### src/rtl/ucc_pkg.sv
package ucc_pkg;

    typedef enum logic {
        DIR_DOWN = 1'b0,
        DIR_UP   = 1'b1
    } step_dir_e;

    // state of the cascade output stage
    typedef struct packed {
        logic      pend;      // a wrap happened at the last edge
        logic      carry;     // cascade pulse
        step_dir_e dir;       // direction shown with the pulse
        step_dir_e last;      // direction of the most recent counted step
    } casc_state_t;

    localparam casc_state_t CASC_RESET = '{pend: 1'b0, carry: 1'b0,
                                          dir: DIR_DOWN, last: DIR_DOWN};

endpackage

### src/rtl/ucc_rst_sync.sv
module ucc_rst_sync #(
    parameter int STAGES = 2
) (
    input  logic clk,
    input  logic arst_n,
    output logic run
);
    typedef struct packed {
        logic [STAGES-1:0] chain;
    } sync_state_t;

    sync_state_t st_d, st_q;

    always_comb begin
        st_d = st_q;
        st_d.chain = {st_q.chain[STAGES-2:0], 1'b1};
    end

    always_ff @(posedge clk or negedge arst_n) begin
        if (!arst_n) st_q <= '0;
        else         st_q <= st_d;
    end

    assign run = st_q.chain[STAGES-1];

endmodule

### src/rtl/ucc_count_core.sv
module ucc_count_core #(
    parameter int WIDTH = 32
) (
    input  logic             clk,
    input  logic             arst_n,
    input  logic             adv,
    input  logic             step_up,
    output logic [WIDTH-1:0] count,
    output logic             wrap
);
    localparam logic [WIDTH-1:0] ALL_ONES = {WIDTH{1'b1}};
    localparam logic [WIDTH-1:0] ONE      = {{(WIDTH-1){1'b0}}, 1'b1};

    typedef struct packed {
        logic [WIDTH-1:0] cnt;
    } core_state_t;

    core_state_t st_d, st_q;
    logic        at_top, at_bottom;

    always_comb begin
        at_top    = (st_q.cnt == ALL_ONES);
        at_bottom = (st_q.cnt == '0);
        st_d      = st_q;
        wrap      = 1'b0;
        if (adv) begin
            if (step_up) begin
                st_d.cnt = st_q.cnt + ONE;
                wrap     = at_top;
            end else begin
                st_d.cnt = st_q.cnt - ONE;
                wrap     = at_bottom;
            end
        end
    end

    always_ff @(posedge clk or negedge arst_n) begin
        if (!arst_n) st_q <= '0;
        else         st_q <= st_d;
    end

    assign count = st_q.cnt;

endmodule

### src/rtl/ucc_cascade_stage.sv
module ucc_cascade_stage
    import ucc_pkg::*;
(
    input  logic clk,
    input  logic arst_n,
    input  logic adv,
    input  logic step_up,
    input  logic wrap,
    output logic carry,
    output logic dir
);
    casc_state_t st_d, st_q;
    step_dir_e   step_dir;

    always_comb begin
        step_dir = step_up ? DIR_UP : DIR_DOWN;
        st_d       = st_q;
        st_d.pend  = wrap;
        st_d.carry = st_q.pend;
        if (adv) st_d.last = step_dir;
        // hold the direction across the edge where the pulse rises
        if (!st_q.pend) begin
            if (adv) st_d.dir = step_dir;
            else     st_d.dir = st_q.last;
        end
    end

    always_ff @(posedge clk or negedge arst_n) begin
        if (!arst_n) st_q <= CASC_RESET;
        else         st_q <= st_d;
    end

    assign carry = st_q.carry;
    assign dir   = (st_q.dir == DIR_UP);

endmodule

### src/rtl/ucc_position_counter.sv
module ucc_position_counter #(
    parameter int WIDTH       = 32,
    parameter int SYNC_STAGES = 2
) (
    input  logic             clk,
    input  logic             arst_n,
    input  logic             step_en,
    input  logic             step_up,
    output logic [WIDTH-1:0] position,
    output logic             carry_pulse,
    output logic             dir_out,
    output logic             latch_clear
);
    logic run;
    logic adv;
    logic wrap;

    ucc_rst_sync #(.STAGES(SYNC_STAGES)) u_sync (
        .clk    (clk),
        .arst_n (arst_n),
        .run    (run)
    );

    assign adv = step_en & run;

    ucc_count_core #(.WIDTH(WIDTH)) u_core (
        .clk     (clk),
        .arst_n  (arst_n),
        .adv     (adv),
        .step_up (step_up),
        .count   (position),
        .wrap    (wrap)
    );

    ucc_cascade_stage u_casc (
        .clk     (clk),
        .arst_n  (arst_n),
        .adv     (adv),
        .step_up (step_up),
        .wrap    (wrap),
        .carry   (carry_pulse),
        .dir     (dir_out)
    );

    assign latch_clear = ~run;

endmodule

### config.mk
export PLATFORM = sky130hd
export DESIGN_NAME = ucc_position_counter
export DESIGN_NICKNAME = d
export VERILOG_FILES = /design/src/rtl/ucc_pkg.sv /design/src/rtl/ucc_rst_sync.sv /design/src/rtl/ucc_count_core.sv /design/src/rtl/ucc_cascade_stage.sv /design/src/rtl/ucc_position_counter.sv
export SDC_FILE = /design/constraint.sdc
export NUM_CORES = 1
export LEC_CHECK = 0
export BUFFER_PORTS_ARGS = -buffer_cell sky130_fd_sc_hd__buf_2
export CELL_PAD_IN_SITES_DETAIL_PLACEMENT = 0
export CELL_PAD_IN_SITES_GLOBAL_PLACEMENT = 1
export CORE_MARGIN = 1.5
export CORE_UTILIZATION = 40
export CTS_CLUSTER_SIZE = 40
export DETAILED_ROUTE_END_ITERATION = 12
export MAX_ROUTING_LAYER = met4
export PLACE_DENSITY = 0.75
export SYNTH_ARGS = -nofsm -noshare
export SYNTH_HDL_FRONTEND = slang
export SYNTH_SLANG_ARGS = --single-unit
### constraint.sdc
create_clock -name clk -period 2.3 [get_ports clk]
set_input_delay 0.345 -clock clk [delete_from_list [all_inputs] [get_ports clk]]
set_output_delay 0.345 -clock clk [all_outputs]
set_load 0.02 [all_outputs]
Yosys cells after proc, flatten, opt, wreduce, memory -nomap -nowiden
Index checks and enable logic that the tools add are counted.
- magnitude comparators: 0
- reductions and logical operators: 1
- shift-type cells: 0
- divide/modulo/power cells: 0
- equality and inequality tests: 1
- $add $sub $neg: 2
- multiply operators: 0
- multiplexer cells: 5
- bitwise logic cells: 2
- operators with widths (operator ; number):
    32-bit by 1-bit adder with 32-bit output, second input constant ; 1
    32-bit equality test, second input constant ; 1
    32-bit zero test ; 1
    32-bit two-way mux ; 1
    32-bit by 1-bit subtractor with 32-bit output, second input constant ; 1
    1-bit two-way mux ; 4
    1-bit bitwise AND ; 1
    1-bit inverter ; 1
- memory bits (read-only): 0
- memories kept: 0
- RAM bits: 0
- bits in registers: 38
- bits in latches: 0

Longest topological paths before layout
- word-level depth: 3
- depth in mapped cells: 11
- depth with buffers taken out: 10

Hierarchy
A second synthesis with hierarchy kept.
- cell total of the unflattened synthesis: 361
- area total of the unflattened synthesis: 3288.2 um2
- modules (own cells, without submodules) (module ; cells each ; times used ; sequential area each (um2) ; area each (um2)):
    ucc_count_core ; 350 ; 1 ; 800.8 ; 3098.0
    ucc_cascade_stage ; 6 ; 1 ; 100.1 ; 126.4
    ucc_rst_sync ; 3 ; 1 ; 50.0 ; 53.8
    ucc_position_counter ; 2 ; 1 ; 0.0 ; 10.0

Worst setup path before layout
No wires, ideal clock.
- kind: input to register
- from: in step_up
- to: reg u_core.st_q (netlist bit u_core.count[27])
- stages: 11
- arrival time: 2843 ps
- buffers on the path: 1
- path slack: -673 ps
- setup time: 129 ps
- cells stage by stage: inv_1 ha_1 buf_2 a21oi_1 o22ai_1 a211o_1 o31a_1 o311a_4 nor2_1 xor2_1 o21ai_1
- cells in the longest elaborated chain, start to end: 1
- ends and longest elaborated chain (element ; RTL line ; source):
    start: declaration ; ucc_position_counter.sv:8 ; input logic step_up,
    32-bit two-way mux ; ucc_count_core.sv:27 ; if (step_up) begin
    end signal: assignment ; ucc_count_core.sv:39 ; else st_q <= st_d;
    end: declaration ; ucc_count_core.sv:18 ; core_state_t st_d, st_q;
Every way passes these cells.
A chain may end at the register's enable or synchronous reset.

Worst setup path after layout
- from: in step_up
- to: reg u_core.st_q (netlist bit u_core.count[31])
Same word-level chain as after synthesis.

==> metrics.yaml <==
outcome: "complete, but fails checks"
violations: "negative setup slack"
ys_types: 52
muxShareOfSynthArea: 0.00359
power_density_nw_per_um2: 1530
yosys.area_share.simple: 0.201
fin_skew_ns: 0.0106
max_clock_freq_mhz: 405
vias: 3383
fin_crit_sh: 1.07
via_per_inst: 5.38
fin_total_pwr_w: 0.00738
tritoncts: "done"
wl_met1_um: 4680
synth_area_per_cell_um2: 8.37
required_ns: 2.52
dp_hpwl_um: 7430
ir_drop_v: 0.000779
clk_pin_slew_ns: 0.09
synth.top_cells.by_count: "nand2_1 (53), o21ai_0 (39), dfrtp_1 (38)"
yosys.area_share.xor_xnor: 0.0837
synth_area_um2: 3140
die_w_um: 91.6
cts_max_level: 2
period_needed_ns: 2.47
p_switching_w: 0.00340
io_pins: 39
yosys_warnings: 0
cts_buffers: 5
grt_pass1_wl_um: 16800
clockPowerShare: 0.068
synth_top_area_frac: 0.303
synth_edf_count: 0
antenna_found_initial: 0
synth_fp_nets: 410
clockBufferDepth: 2
cap_violations: 0
synth_compound_area_frac: 0.256
grt_max_degree: 39
nets: 561
route.met2.wl_um: 4920
grt_use_total: 0.256
clk_latency_ns: 0.30
grt_pass1_vias: 3459
hp-class: "primary input to async pin"
overflow: 0
slew_headroom: 0.414
leakage_nw: 2.26
dpl_cell_area_um2: 4240
p_comb_frac: 0.767
drv_slew: 0
cts_sinks: 38
tightest_slew_ns: 0.879
die_h_um: 91.6
n_antenna_cell: 0
drt_iter0_markers: 126
post-synth-top-count-cell: "nand2_1"
power_frac_seq: 0.165
place.gp.congestion: 0.901
wl_per_cell_um: 16.3
rsz0062_at_grt: "yes"
setup_viol: 11
ant_nets: 0
switching_share: 0.460
start_kind: "primary input"
met3_length_um: 451
async_flop_share: 1.00
highest_layer: "met4"
finalHoldViolCount: 0
yosys.area_share.adder: 0.126
cp.arrival_ns: 2.69
fillers: 633
worst_slack_ns: -0.167
wirelength_um: 10200
drt-pass1-iter-count: 4
place_ws_ns: -0.583
synth_top_family_by_area: "compound AO/OA/AOI/OAI gates"
cp-end-kind: "flop"
ys_seq_area_frac: 0.303
critPathKind: "primary input to flop"
synth_top_area_cell: "dfrtp_1"
ff2ff_path_depth: 9
cp_max_fo: 5
core_area_um2: 7650
dieArea_um2: 8390
start_util: 0.410
internal_power_w: 0.00399
layout-area-overhead-vs-synth_pct: 53.9
drcViolationCount: 0
layout-drive-gt1-share: 0.438
design_area_um2: 4830
synthCells: 375
num_rows: 32
synth_seq_cells: 38
synth_ff_type: "dfrtp_1"
port_buffers: 38
synthTopCellsByArea: "dfrtp_1 (30%), ha_1 (12%), nand2_1 (6.3%), o21ai_0 (6.2%), a21oi_1 (5.1%)"
clockRootBuffer: "clkbuf_8"
## path summary, 6_finish.rpt
path,from,end,slack (ns)
worst min-delay path,arst_n,u_core.count[22],0.16
min in group clk,u_sync.st_q[0],u_sync.st_q[1],0.35
worst min register to register,u_sync.st_q[0],u_sync.st_q[1],0.35
worst max-delay path,step_up,u_core.count[31],-0.17
worst max register to register,u_core.count[1],u_core.count[31],-0.16
max in group asynchronous,arst_n,u_core.count[7],1.59
## metal layers
layer / vias up / GRT usage
met5: - / -
met4: 0 / 0.0729
met3: 20 / 0.0461
met2: 76 / 0.420
met1: 1600 / 0.323
li1: 1687 / -
## through the flow
step	utilization	hold WS [ns]	TNS (ns)	instances
6_report	0.632	0.164	-0.919	629
3_3_place_gp	0.554	0.340	-7.83	609
5_1_grt	0.632	0.233	-2.22	629
4_1_cts	0.597	0.198	-0.828	625
3_5_place_dp	0.554	0.335	-8.22	609
2_1_floorplan	-	0.0494	-6.31	375
## worst max-delay path, cell delays in order
cell and delay, ns:
buf_6 0.08, clkinvlp_4 0.16, clkbuf_16 0.21, ha_4 0.25
nand4_1 0.12, o22ai_1 0.10, a211o_1 0.30, o31a_1 0.33
o311a_4 0.40, a211oi_2 0.21, xor2_1 0.17
## cells in the final DEF, fill, tap and decap left out, types with 13 or more instances in the layout
| cell type | count |
|---|---|
| buf_4 | 115 |
| nand2_1 | 52 |
| dfrtp_1 | 38 |
| buf_2 | 37 |
| o21ai_0 | 26 |
| a21oi_1 | 19 |
| nand4_1 | 17 |
| a21o_1 | 14 |
| xor2_1 | 14 |
| ha_1 | 14 |
| ha_4 | 14 |
| xnor2_1 | 13 |
## cell type report
cell class | count | area (um2) | share of cell area
timing repair buffer | 160 | 1170 | 0.242
inverter | 5 | 22.5 | 0.00466
clock buffer | 7 | 86.3 | 0.0179
sequential | 38 | 951 | 0.197
tap | 102 | 128 | 0.0264
multi-input combinational | 316 | 2470 | 0.511
clock inverter | 1 | 5.00 | 0.00104
## kinds of logic after synthesis
kind of cell	count (synthesis)
and+or+nand+nor	128
AOI/OAI and AO/OA	125
DFF	38
adders and majority gates	31
xor gates and xnor gates	30
buffers and inverters	21
other	1
muxes	1
## power by group through the flow
stage	logic (W)	registers, W	clock network [W]
3_3_place_gp	0.00481	0.00118	0
4_1_cts	0.00526	0.00119	0.000514
2_1_floorplan	0.00225	0.00160	0
6_report	0.00566	0.00122	0.000502
5_1_grt	0.00614	0.00126	0.000547
3_5_place_dp	0.00488	0.00118	0
## state kept, by name, summed over array words and instances (netlist names)
signal	flops
u_casc.st_d	1
u_sync.st_q	2
u_core.count	32
u_casc.dir	1
u_casc.carry	1
u_casc.st_q	1
## timing repair
item	4_1_cts	5_1_grt
hold buffers	0	0
gates resized for setup	39	41
gates cloned	0	1
setup endpoints to repair	18	21
buffers inserted	8	3
pin swaps	21	21
Note: power is estimated with default switching activity, not from simulation.
